`config.mk`:
```
export PLATFORM = sky130hd
export DESIGN_NAME = dual_itimer
export DESIGN_NICKNAME = d
export VERILOG_FILES = /design/src/rtl/dual_itimer.sv
export SDC_FILE = /design/constraint.sdc
export NUM_CORES = 1
export LEC_CHECK = 0
export BUFFER_PORTS_ARGS = -buffer_cell sky130_fd_sc_hd__buf_2
export CORE_ASPECT_RATIO = 2
export CORE_MARGIN = 2
export CORE_UTILIZATION = 30
export DETAILED_ROUTE_END_ITERATION = 8
export PLACE_DENSITY_LB_ADDON = 0.05
export RECOVER_POWER = 50
export SLEW_MARGIN = 10
export SYNTH_ARGS = -nofsm -noshare
export SYNTH_HDL_FRONTEND = slang
export SYNTH_SLANG_ARGS = --single-unit
```
`constraint.sdc`:
```
create_clock -name clk -period 3.4 [get_ports clk]
set_clock_uncertainty 0.2 [all_clocks]
set_input_delay 0 -clock clk [delete_from_list [all_inputs] [get_ports clk]]
set_output_delay 0 -clock clk [all_outputs]
set_load 0.05 [all_outputs]
```
`src/rtl/dual_itimer.sv`:
```
module dual_itimer #(
  parameter int NUM_TMR = 2,
  parameter int DW      = 32,
  parameter int AW      = 4,
  parameter int CW      = 11
) (
  input  logic            clk,
  input  logic            rst_n,
  input  logic            req_valid,
  input  logic            req_write,
  input  logic [AW-1:0]   req_addr,
  input  logic [DW/8-1:0] req_be,
  input  logic [DW-1:0]   req_wdata,
  output logic            rsp_valid,
  output logic [DW-1:0]   rsp_data,
  output logic            irq
);
  localparam int SW   = AW - 2;
  localparam int DWN  = 1;
  localparam int ARL  = 4;
  localparam int IEN  = 6;
  localparam int ENA  = 7;
  localparam int FLAG = 8;

  logic [NUM_TMR-1:0][CW-1:0] ctl_v;
  logic [NUM_TMR-1:0][DW-1:0] ld_v;
  logic [NUM_TMR-1:0][DW-1:0] cnt_v;
  logic [NUM_TMR-1:0]         run_v;
  logic [NUM_TMR-1:0]         irq_v;
  logic [DW-1:0]              rd_val;

  wire [SW-1:0] sel  = req_addr[AW-1:2];
  wire [1:0]    word = req_addr[1:0];
  wire acc_ok = req_valid & (&req_be) & (int'(sel) < NUM_TMR) & (word != 2'd3);

  for (genvar t = 0; t < NUM_TMR; t++) begin : g_tmr
    logic [CW-1:0] ctl_r;
    logic [DW-1:0] ld_r, cnt_r;
    logic          run_r;
    wire wr_me  = acc_ok & req_write & (sel == SW'(t));
    wire term   = ctl_r[DWN] ? (cnt_r == '0) : (&cnt_r);
    wire expire = run_r & term;

    always_ff @(posedge clk) begin
      if (!rst_n) begin
        ctl_r <= '0;
        ld_r  <= '0;
        cnt_r <= '0;
        run_r <= 1'b0;
      end else if (wr_me && word == 2'd0) begin
        ctl_r <= req_wdata[CW-1:0] & ~(CW'(1) << FLAG);
        run_r <= req_wdata[ENA];
        if (req_wdata[ENA]) cnt_r <= ld_r;
      end else begin
        if (wr_me && word == 2'd1) ld_r <= req_wdata;
        if (expire) begin
          ctl_r[FLAG] <= 1'b1;
          if (ctl_r[ARL]) cnt_r <= ld_r;
          else            run_r <= 1'b0;
        end else if (run_r) begin
          cnt_r <= ctl_r[DWN] ? cnt_r - DW'(1) : cnt_r + DW'(1);
        end
      end
    end

    assign ctl_v[t] = ctl_r;
    assign ld_v[t]  = ld_r;
    assign cnt_v[t] = cnt_r;
    assign run_v[t] = run_r;
    assign irq_v[t] = ctl_r[FLAG] & ctl_r[IEN];
  end

  assign irq = |irq_v;

  always_comb begin
    rd_val = '0;
    for (int t = 0; t < NUM_TMR; t++) begin
      if (acc_ok && sel == SW'(t)) begin
        case (word)
          2'd0:    rd_val = DW'(ctl_v[t]);
          2'd1:    rd_val = ld_v[t];
          2'd2:    rd_val = cnt_v[t];
          default: rd_val = '0;
        endcase
      end
    end
  end

  always_ff @(posedge clk) begin
    if (!rst_n) begin
      rsp_valid <= 1'b0;
      rsp_data  <= '0;
    end else begin
      rsp_valid <= req_valid & ~req_write;
      rsp_data  <= (req_valid & ~req_write) ? rd_val : '0;
    end
  end
endmodule

```
; Yosys cells after proc, flatten, opt, wreduce, memory -nomap -nowiden
; Cells that the tools add are included.
[totals]
register_bits = 185
output_inout_bits = 34
[op_classes]
addsub = 4
magnitude_cmp = 1
n_eq_ne = 10
n_mux = 24
bitwise_logic = 15
reduce_logical = 27
[ops]
columns = op, n
row1 = $mux 32, 14
row2 = $pmux 32 s3, 2
row3 = $add 32x1->32 const B, 2
row4 = $logic_not 32->1, 2
row5 = $reduce_and 32->1, 2
row6 = $sub 32x1->32 const B, 2
row7 = $and 1x1->1, 11
row8 = $reduce_and 2->1, 5
row9 = $mux 1, 8
row10 = $logic_and 1x1->1, 6
row11 = $ne 2x2->1 const B, 3
row12 = $ne 3x2->1 const B, 2
row13 = $reduce_and 3->1, 2
row14 = $reduce_bool 3->1, 2
row15 = $reduce_or 2->1, 3
row16 = $eq 2x1->1 const B, 2
row17 = $logic_not 2->1, 2
row18 = $ne 2x1->1 const B, 2
row19 = $not 1->1, 4
row20 = $reduce_and 4->1, 1
row21 = $reduce_bool 2->1, 2
row22 = $eq 2x2->1 const B, 1
row23 = $lt 2x2->1 const B, 1

; Logic depth before layout (Yosys ltp)
; Gate-level depths: netlist of the first run.
[depth]
ltp_word = 9
depth_mapped = 11

; Worst setup path before layout of the first run
; OpenSTA, ideal clock, no wires.
[synth_timing]
kind = register to register
start = register g_tmr[0].ctl_r[1]
end = register g_tmr[0].cnt_r[31]
setup_time_ns = 0.120
arrival_ns = 3.445
path_slack_ns = -0.365
stages_incl_launch_ff = 12
synth_period_minus_slack_ns = 3.765
cell_sequence = dfxtp_1 ha_1 buf_6 a21o_1 a21o_1 a21o_1 a2111oi_4 o22ai_2 a311oi_4 mux2i_1 nor3_2 o31a_1
[synth_between]
elab_chain_cells = 4
[synth_lines]
columns = element, line_no
row1 = "start, declared", 37  ; logic [CW-1:0] ctl_r;
row2 = "start signal, assigned", 51  ; ctl_r <= req_wdata[CW-1:0] & ~(CW'(1) << FLAG);
row3 = $mux 1 or $mux 32 (tied branches), "41, 61"
row4 = $and 1x1->1 or $mux 32 (tied branches), "42, 60"
row5 = "$ne 3x2->1 (no line), or another cell as far along", n/a
row6 = $reduce_and 3->1 (no line) or $mux 32 (tied branches), n/a
row7 = "end signal, assigned", 53  ; if (req_wdata[ENA]) cnt_r <= ld_r;
row8 = "end signal, assigned", 58  ; if (ctl_r[ARL]) cnt_r <= ld_r;
row9 = "end signal, assigned", 61  ; cnt_r <= ctl_r[DWN] ? cnt_r - DW'(1) : cnt_r + DW'(1);
row10 = "end, declared", 38  ; logic [DW-1:0] ld_r, cnt_r;
; Several ways; a longest one is shown, not always the timed one. The select of a mux whose other input is x is not followed.
; A chain may end at the register's enable or synchronous reset.

; Final worst setup path of the first run
[layout_timing]
start = register g_tmr[0].ctl_r[1]
end = register g_tmr[0].cnt_r[28]
; The elaborated chain is that of the path after synthesis.

==> results of run 1 <==
[cell usage after synthesis, types with 16 or more instances]
| cell | instances | area [µm²] |
|---|---|---|
| nand2_1 | 265 | 995 |
| a21oi_1 | 202 | 1010 |
| dfxtp_1 | 185 | 3700 |
| nor2_1 | 123 | 462 |
| o21ai_0 | 96 | 480 |
| clkbuf_1 | 75 | 282 |
| ha_1 | 60 | 751 |
| a22oi_1 | 55 | 413 |
| mux2i_1 | 36 | 360 |
| nand3_1 | 36 | 180 |
| nand4_1 | 33 | 206 |
| xnor2_1 | 32 | 280 |
| inv_1 | 22 | 82.6 |
| a21o_1 | 21 | 158 |
| o22a_1 | 21 | 184 |
| nor3_1 | 20 | 100 |
| o211ai_1 | 19 | 143 |
| and3_1 | 18 | 113 |
| xor2_1 | 18 | 158 |
| nor4_1 | 16 | 100 |
[worst max-delay path by stage]
stage / from / to / slack (ps)
floorplan: g_tmr[0].ctl_r[1]$_SDFFE_PN0P_ / g_tmr[0].cnt_r[31]$_SDFFE_PN0P_ / 20
global placement: g_tmr[1].ctl_r[1]$_SDFFE_PN0P_ / g_tmr[1].cnt_r[24]$_SDFFE_PN0P_ / -270
detailed placement: g_tmr[1].ctl_r[1]$_SDFFE_PN0P_ / g_tmr[1].cnt_r[24]$_SDFFE_PN0P_ / -260
CTS: g_tmr[1].ctl_r[1]$_SDFFE_PN0P_ / g_tmr[1].cnt_r[24]$_SDFFE_PN0P_ / 30
global route: g_tmr[1].ctl_r[1]$_SDFFE_PN0P_ / g_tmr[1].cnt_r[24]$_SDFFE_PN0P_ / -40
finish: g_tmr[0].ctl_r[1]$_SDFFE_PN0P_ / g_tmr[0].cnt_r[28]$_SDFFE_PN0P_ / 160
[metal layers]
metal  GRT usage  share of wire  wire length [µm]  vias to the layer above
met5           0        0.00066                28                        -
met4      0.0828          0.035              1490                        4
met3      0.0303          0.031              1310                       58
met2       0.397           0.52             22200                      239
met1       0.255           0.41             17600                     5260
li1            -              -                 -                     5682
[logic make-up (layout without fill, tap and decap cells)]
family / after synthesis / after routing / synth area share
mux: 36 / 36 / 0.0319
compound gates: 497 / 497 / 0.273
flops: 185 / 185 / 0.328
fa+ha+maj: 62 / 62 / 0.0699
buf+inv: 116 / 259 / 0.0425
xor+xnor: 50 / 50 / 0.0387
simple gates: 551 / 551 / 0.216
[registers in the layout, summed over array words and instances, names as in the netlist]
register / cells
rsp_valid: 1
rsp_data: 32
g_tmr.cnt_r: 64
g_tmr.ctl_r: 22
g_tmr.run_r: 2
g_tmr.ld_r: 64
[critical path, delay by kind of cell (launching register included)]
family	cells	cell delay, ps
AOI/OAI and AO/OA	7	1620
adders and majority gates	1	510
and+or+nand+nor	2	440
DFF	1	420
[power by group]
group	switching [mW]	leakage, nW	internal [mW]	total, mW
clock network	0.928	0.286	1.17	2.09
registers	0.00322	1.49	2.17	2.17
logic	0.132	3.31	0.0744	0.206
[timing repair]
action | 4_1_cts | 5_1_grt
hold buffers | 38 | 0
gates resized for setup | 6 | 9
pin swaps | 1 | 1
hold endpoints to repair | 118 | 0
buffers inserted | 0 | 1
endpoints found under the setup margin | 9 | 12
[cells in the final DEF (no fill, tap or decap), drive strengths merged, types with 4 or more instances in the layout]
master	netlist	routed
clkinv	0	4
a21oi	202	202
a21boi	5	5
o21bai	6	6
ha	60	60
buf	17	122
and2	6	6
a31oi	12	12
nor3	21	21
o22a	21	21
dfxtp	185	185
or3	5	5
dlygate4sd3	0	38
a22oi	55	55
nor2	123	123
nand4	33	33
and3	18	18
o31ai	5	5
nand3	36	36
a21o	21	21
and4	4	4
xor2	18	18
o21a	5	5
inv	22	25
o211ai	19	19
o21ai	98	98
a311oi	7	7
nand2	265	265
nor2b	9	9
a211oi	15	15
clkbuf	77	64
mux2i	36	36
xnor2	32	32
nor4	16	16
[final cells by class]
class / count / area (µm²)
clock buffer: 19 / 433
clock inverter: 13 / 169
fill: 3929 / 23500
inverter: 22 / 85.1
multi-input combinational: 1196 / 7190
sequential: 185 / 3710
tap: 459 / 574
timing repair buffer: 205 / 1460
[metrics by stage]
stage | utilization | std cells
after floorplan | - | 1497
after global placement | 0.341 | 2028
after detailed placement | 0.341 | 2028
after CTS | 0.368 | 2098
after global routing | 0.367 | 2099
final | 0.367 | 2099
==> results.yml, run 1 <==
grt:
  grt-ovfl-total: 0
  grt_max_degree: 73
  grt_pass1_wl_mm: 66.2
  grt_antenna_before_repair: 2
  grt_usage: 0.218
  grt_pass1_vias: 11300
route:
  finalWirelength_mm: 42.6
  drt_iter0_drc: 736
  routed-via-count: 11200
  dr.pass1.iters: 5
  viasPerCell: 5.36
  avgRoutedWirePerCell_um: 20.3
  drcViolationCount: 0
  antenna_left: 0
worst_setup_path:
  critPathSlowestCell: "fa_1"
  crit_path_max_fanout: 14
  end_kind: "register"
  ff2ff_setup_slack_ps: 160
  cp_cell_sequence: "fa_1 > a21oi_1 > o211ai_1 > nand4_1 > a31oi_2 > a31oi_1 > o211ai_1 > and3_1 > o31a_1 > a21oi_1"
  max_stage_delay_ps: 510
  cp.required_ps: 3580
  reg2reg_from: "g_tmr[0].ctl_r[1]$_SDFFE_PN0P_"
  rr_endpoint: "g_tmr[0].cnt_r[28]$_SDFFE_PN0P_"
  worst_setup_path_start_kind: "register"
  critPathArrivalTime_ps: 3420
  timing.reg2reg.worst_path_depth: 10
  path_class: "register to register"
timing:
  setup_violations: 0
  setup_ws_ps: 160
  worst_pin_slew_ps: 1730
  tns_ps: 0
  hold_viol: 0
  period_needed_ps: 3240
  timing.hold.ws_ps: 84.0
  maxSlewViolCount: 34
  slew_headroom: -0.151
  fmax_ghz: 0.309
  fin_crit_sh: 0.953
cts:
  clock_latency_ps: 440
  clk_pin_slew_worst_paths_ps: 70
  h-tree-depth: 4
  cts_sinks: 185
  cts_tree: "built"
  root_buffer: "clkbuf_16"
  clock_path_buffers: 2
  cts_inserted_buffers: 17
synth:
  synth-edff-count: 0
  yosysUniqueCellTypes: 65
  syn_inst: 1497
  ys.flop_type: "dfxtp_1"
  synth_nets: 1603
  synth.avg_cell_area_um2: 7.55
  yosys_warnings: 0
  ys_ff_latch: 185
  yosysSeqAreaShare: 0.328
  syn_area_um2: 11300
  synth-async-reset-ratio: 0
status:
  failed_checks: "max-capacitance violations, max-slew violations"
  status: "complete, but fails checks"
place:
  globalplace.congestion: 0.845
  port_buffers: 77
  place_area_um2: 12700
  dp_hpwl_mm: 32.6
  post-place-ws_ps: -264
pwr:
  p_leak_nw: 5.08
  p_total_mw: 4.47
  ir_drop_v: 0.000346
  power_density_nw_per_um2: 328
floorplan:
  fp.coreArea_um2: 37200
  core.rowCount: 100
  die_h_um: 279
  die_area_um2: 39300
  die-width_um: 141
  initial_utilization: 0.304
  io_pins: 78
hold_path:
  min_to: "g_tmr[0].ctl_r[7]$_SDFFE_PN0P_"
  worstHoldPathCells: 6
  min_from: "req_be[3]"
  hold_class: "primary input to register"
finish:
  antenna_cells: 0
  area_delta_synth_final_pct: 20.5
  drive_gt1_frac: 0.111
  finalNetCount: 1733
  final_cell_area_um2: 13600
flow_run:
  drv_cap: 1
No activity file was read; power rests on OpenSTA's default activity.
==> inputs of run 2 (changes only) <==
MAX_ROUTING_LAYER = met4   (was default)
==> run 2 against run 1 <==
Against the previous run:
- the run still ends with max-capacitance violations, max-slew violations left
- utilization barely moved
- via count is 0.91% higher
- setup slack better by 16 ps
- non-clock buffer count rose by 4
- design area is essentially flat
- register-to-register slack improved by 20 ps
- largest power group unchanged
- critical path depth up 1
- first-iteration DRC count rose by 1.6%
- wire length increased by 0.20%
==> results.yml, run 2 (synthesis gave the netlist of run 1 again) <==
status:
  status: "complete, but fails checks"
  failed_checks: "max-capacitance violations, max-slew violations"
route:
  avgRoutedWirePerCell_um: 20.3
  drt_iter0_drc: 748
  finalWirelength_mm: 42.7
  drcViolationCount: 0
  viasPerCell: 5.39
  dr.pass1.iters: 5
  antenna_left: 0
  routed-via-count: 11300
finish:
  top_regs: "g_tmr.cnt_r x64, g_tmr.ld_r x64, rsp_data x32"
  final_cells: 2103
  finalNetCount: 1737
  drive_gt1_frac: 0.114
  area_delta_synth_final_pct: 20.6
  utilization: 0.367
  layout_commonest_cell: "nand2_1"
  final_cell_mix: "nand2_1, a21oi_1, dfxtp_1, nor2_1, o21ai_0"
  fill_cells: 4006
place:
  port_buffers: 77
  dp_cells: 2029
  post-place-ws_ps: -305
  dp_hpwl_mm: 32.3
  globalplace.congestion: 0.858
timing:
  worst_pin_slew_ps: 1740
  setup_ws_ps: 176
  maxSlewViolCount: 34
  period_needed_ps: 3220
  slew_headroom: -0.157
  timing.hold.ws_ps: 72.7
  fmax_ghz: 0.310
  setup_violations: 0
  fin_crit_sh: 0.948
  hold_viol: 0
floorplan:
  die_h_um: 279
  initial_utilization: 0.304
  die-width_um: 141
  io_pins: 78
  core.rowCount: 100
  die_area_um2: 39300
  fp.coreArea_um2: 37200
pwr:
  power_density_nw_per_um2: 315
  p_leak_nw: 5.09
  ir_drop_v: 0.000341
worst_setup_path:
  critPathArrivalTime_ps: 3350
  crit_path_max_fanout: 15
  end_kind: "register"
  reg2reg_from: "g_tmr[0].ctl_r[1]$_SDFFE_PN0P_"
  cp.required_ps: 3530
  worst_setup_path_start_kind: "register"
  path_class: "register to register"
  critPathLaunch: "g_tmr[0].ctl_r[1]$_SDFFE_PN0P_"
cts:
  cts_sinks: 185
  clk_pin_slew_worst_paths_ps: 70
  cts_tree: "built"
  h-tree-depth: 4
  clock_path_buffers: 2
  clock_latency_ps: 450
  cts_inserted_buffers: 17
  root_buffer: "clkbuf_16"
grt:
  grt_pass1_wl_mm: 66.4
  grt_max_degree: 73
  grt_usage: 0.224
  grt_pass1_vias: 11500
  grt-ovfl-total: 0
  grt_antenna_before_repair: 3
hold_path:
  min_from: "req_be[3]"
  hold_class: "primary input to register"
flow_run:
  drv_cap: 1
==> run 2: layer usage <==
| layer | part of all wire | global-route usage | vias to the layer above | routed length [µm] |
|---|---|---|---|---|
| met5 | 0 | - | - | 0 |
| met4 | 0.044 | 0.0990 | 0 | 1870 |
| met3 | 0.026 | 0.0256 | 66 | 1120 |
| met2 | 0.52 | 0.397 | 209 | 22000 |
| met1 | 0.41 | 0.251 | 5374 | 17700 |
| li1 | - | - | 5696 | - |
==> run 2: final cells by class <==
cell class | instances | area [µm²] | share of cell area
Multi-Input combinational cell | 1196 | 7210 | 0.529
Sequential cell | 185 | 3710 | 0.272
Timing Repair Buffer | 209 | 1500 | 0.110
Tap cell | 459 | 574 | 0.0421
Clock buffer | 23 | 498 | 0.0365
Inverter | 22 | 85.1 | 0.00624
Clock inverter | 6 | 42.5 | 0.00312
Antenna cell | 3 | 7.51 | 0.000551
==> run 2: report_power, final <==
group	leakage, nW	internal (mW)	switching [mW]
sequential	1.49	2.17	0.00327
combinational	3.34	0.0748	0.132
clock	0.263	1.02	0.891
==> run 2: path summary, 6_finish.rpt <==
| kind | slack [ps] | endpoint | depth (start not counted) |
|---|---|---|---|
| worst min-delay path | 70 | g_tmr[0].ctl_r[7]$_SDFFE_PN0P_ | 6 |
| worst max-delay path | 180 | g_tmr[0].cnt_r[31]$_SDFFE_PN0P_ | 11 |
| worst min register to register | 260 | g_tmr[0].ctl_r[9]$_SDFFE_PN0P_ | 2 |
| worst max register to register | 180 | g_tmr[0].cnt_r[31]$_SDFFE_PN0P_ | 11 |
==> run 2: per-stage QoR <==
step | setup TNS [ps] | power, mW | cell area [µm²]
after detailed placement | -487 | 2.39 | 12700
after global placement | -388 | 2.39 | 12700
after global routing | -15.7 | 4.43 | 13600
after floorplan | 0 | 2.30 | 11300
final | 0 | 4.29 | 13600
after CTS | 0 | 4.34 | 13600
==> run 2: what timing repair did <==
action,in CTS,in global routing
gates resized for setup,6,11
hold endpoints to repair,107,0
buffers inserted,0,4
pin swaps,1,1
endpoints found under the setup margin,12,11
hold buffers,38,0
==> run 2: worst max-delay path, stage by stage, from the launching register on <==
cell	delay [ps]
dfxtp_4	480
buf_12	180
ha_1	250
a21o_1	160
a21o_1	170
a21o_1	230
a2111oi_4	360
o22ai_2	160
a311oi_4	340
mux2i_1	230
nor2_1	60
o31a_1	290
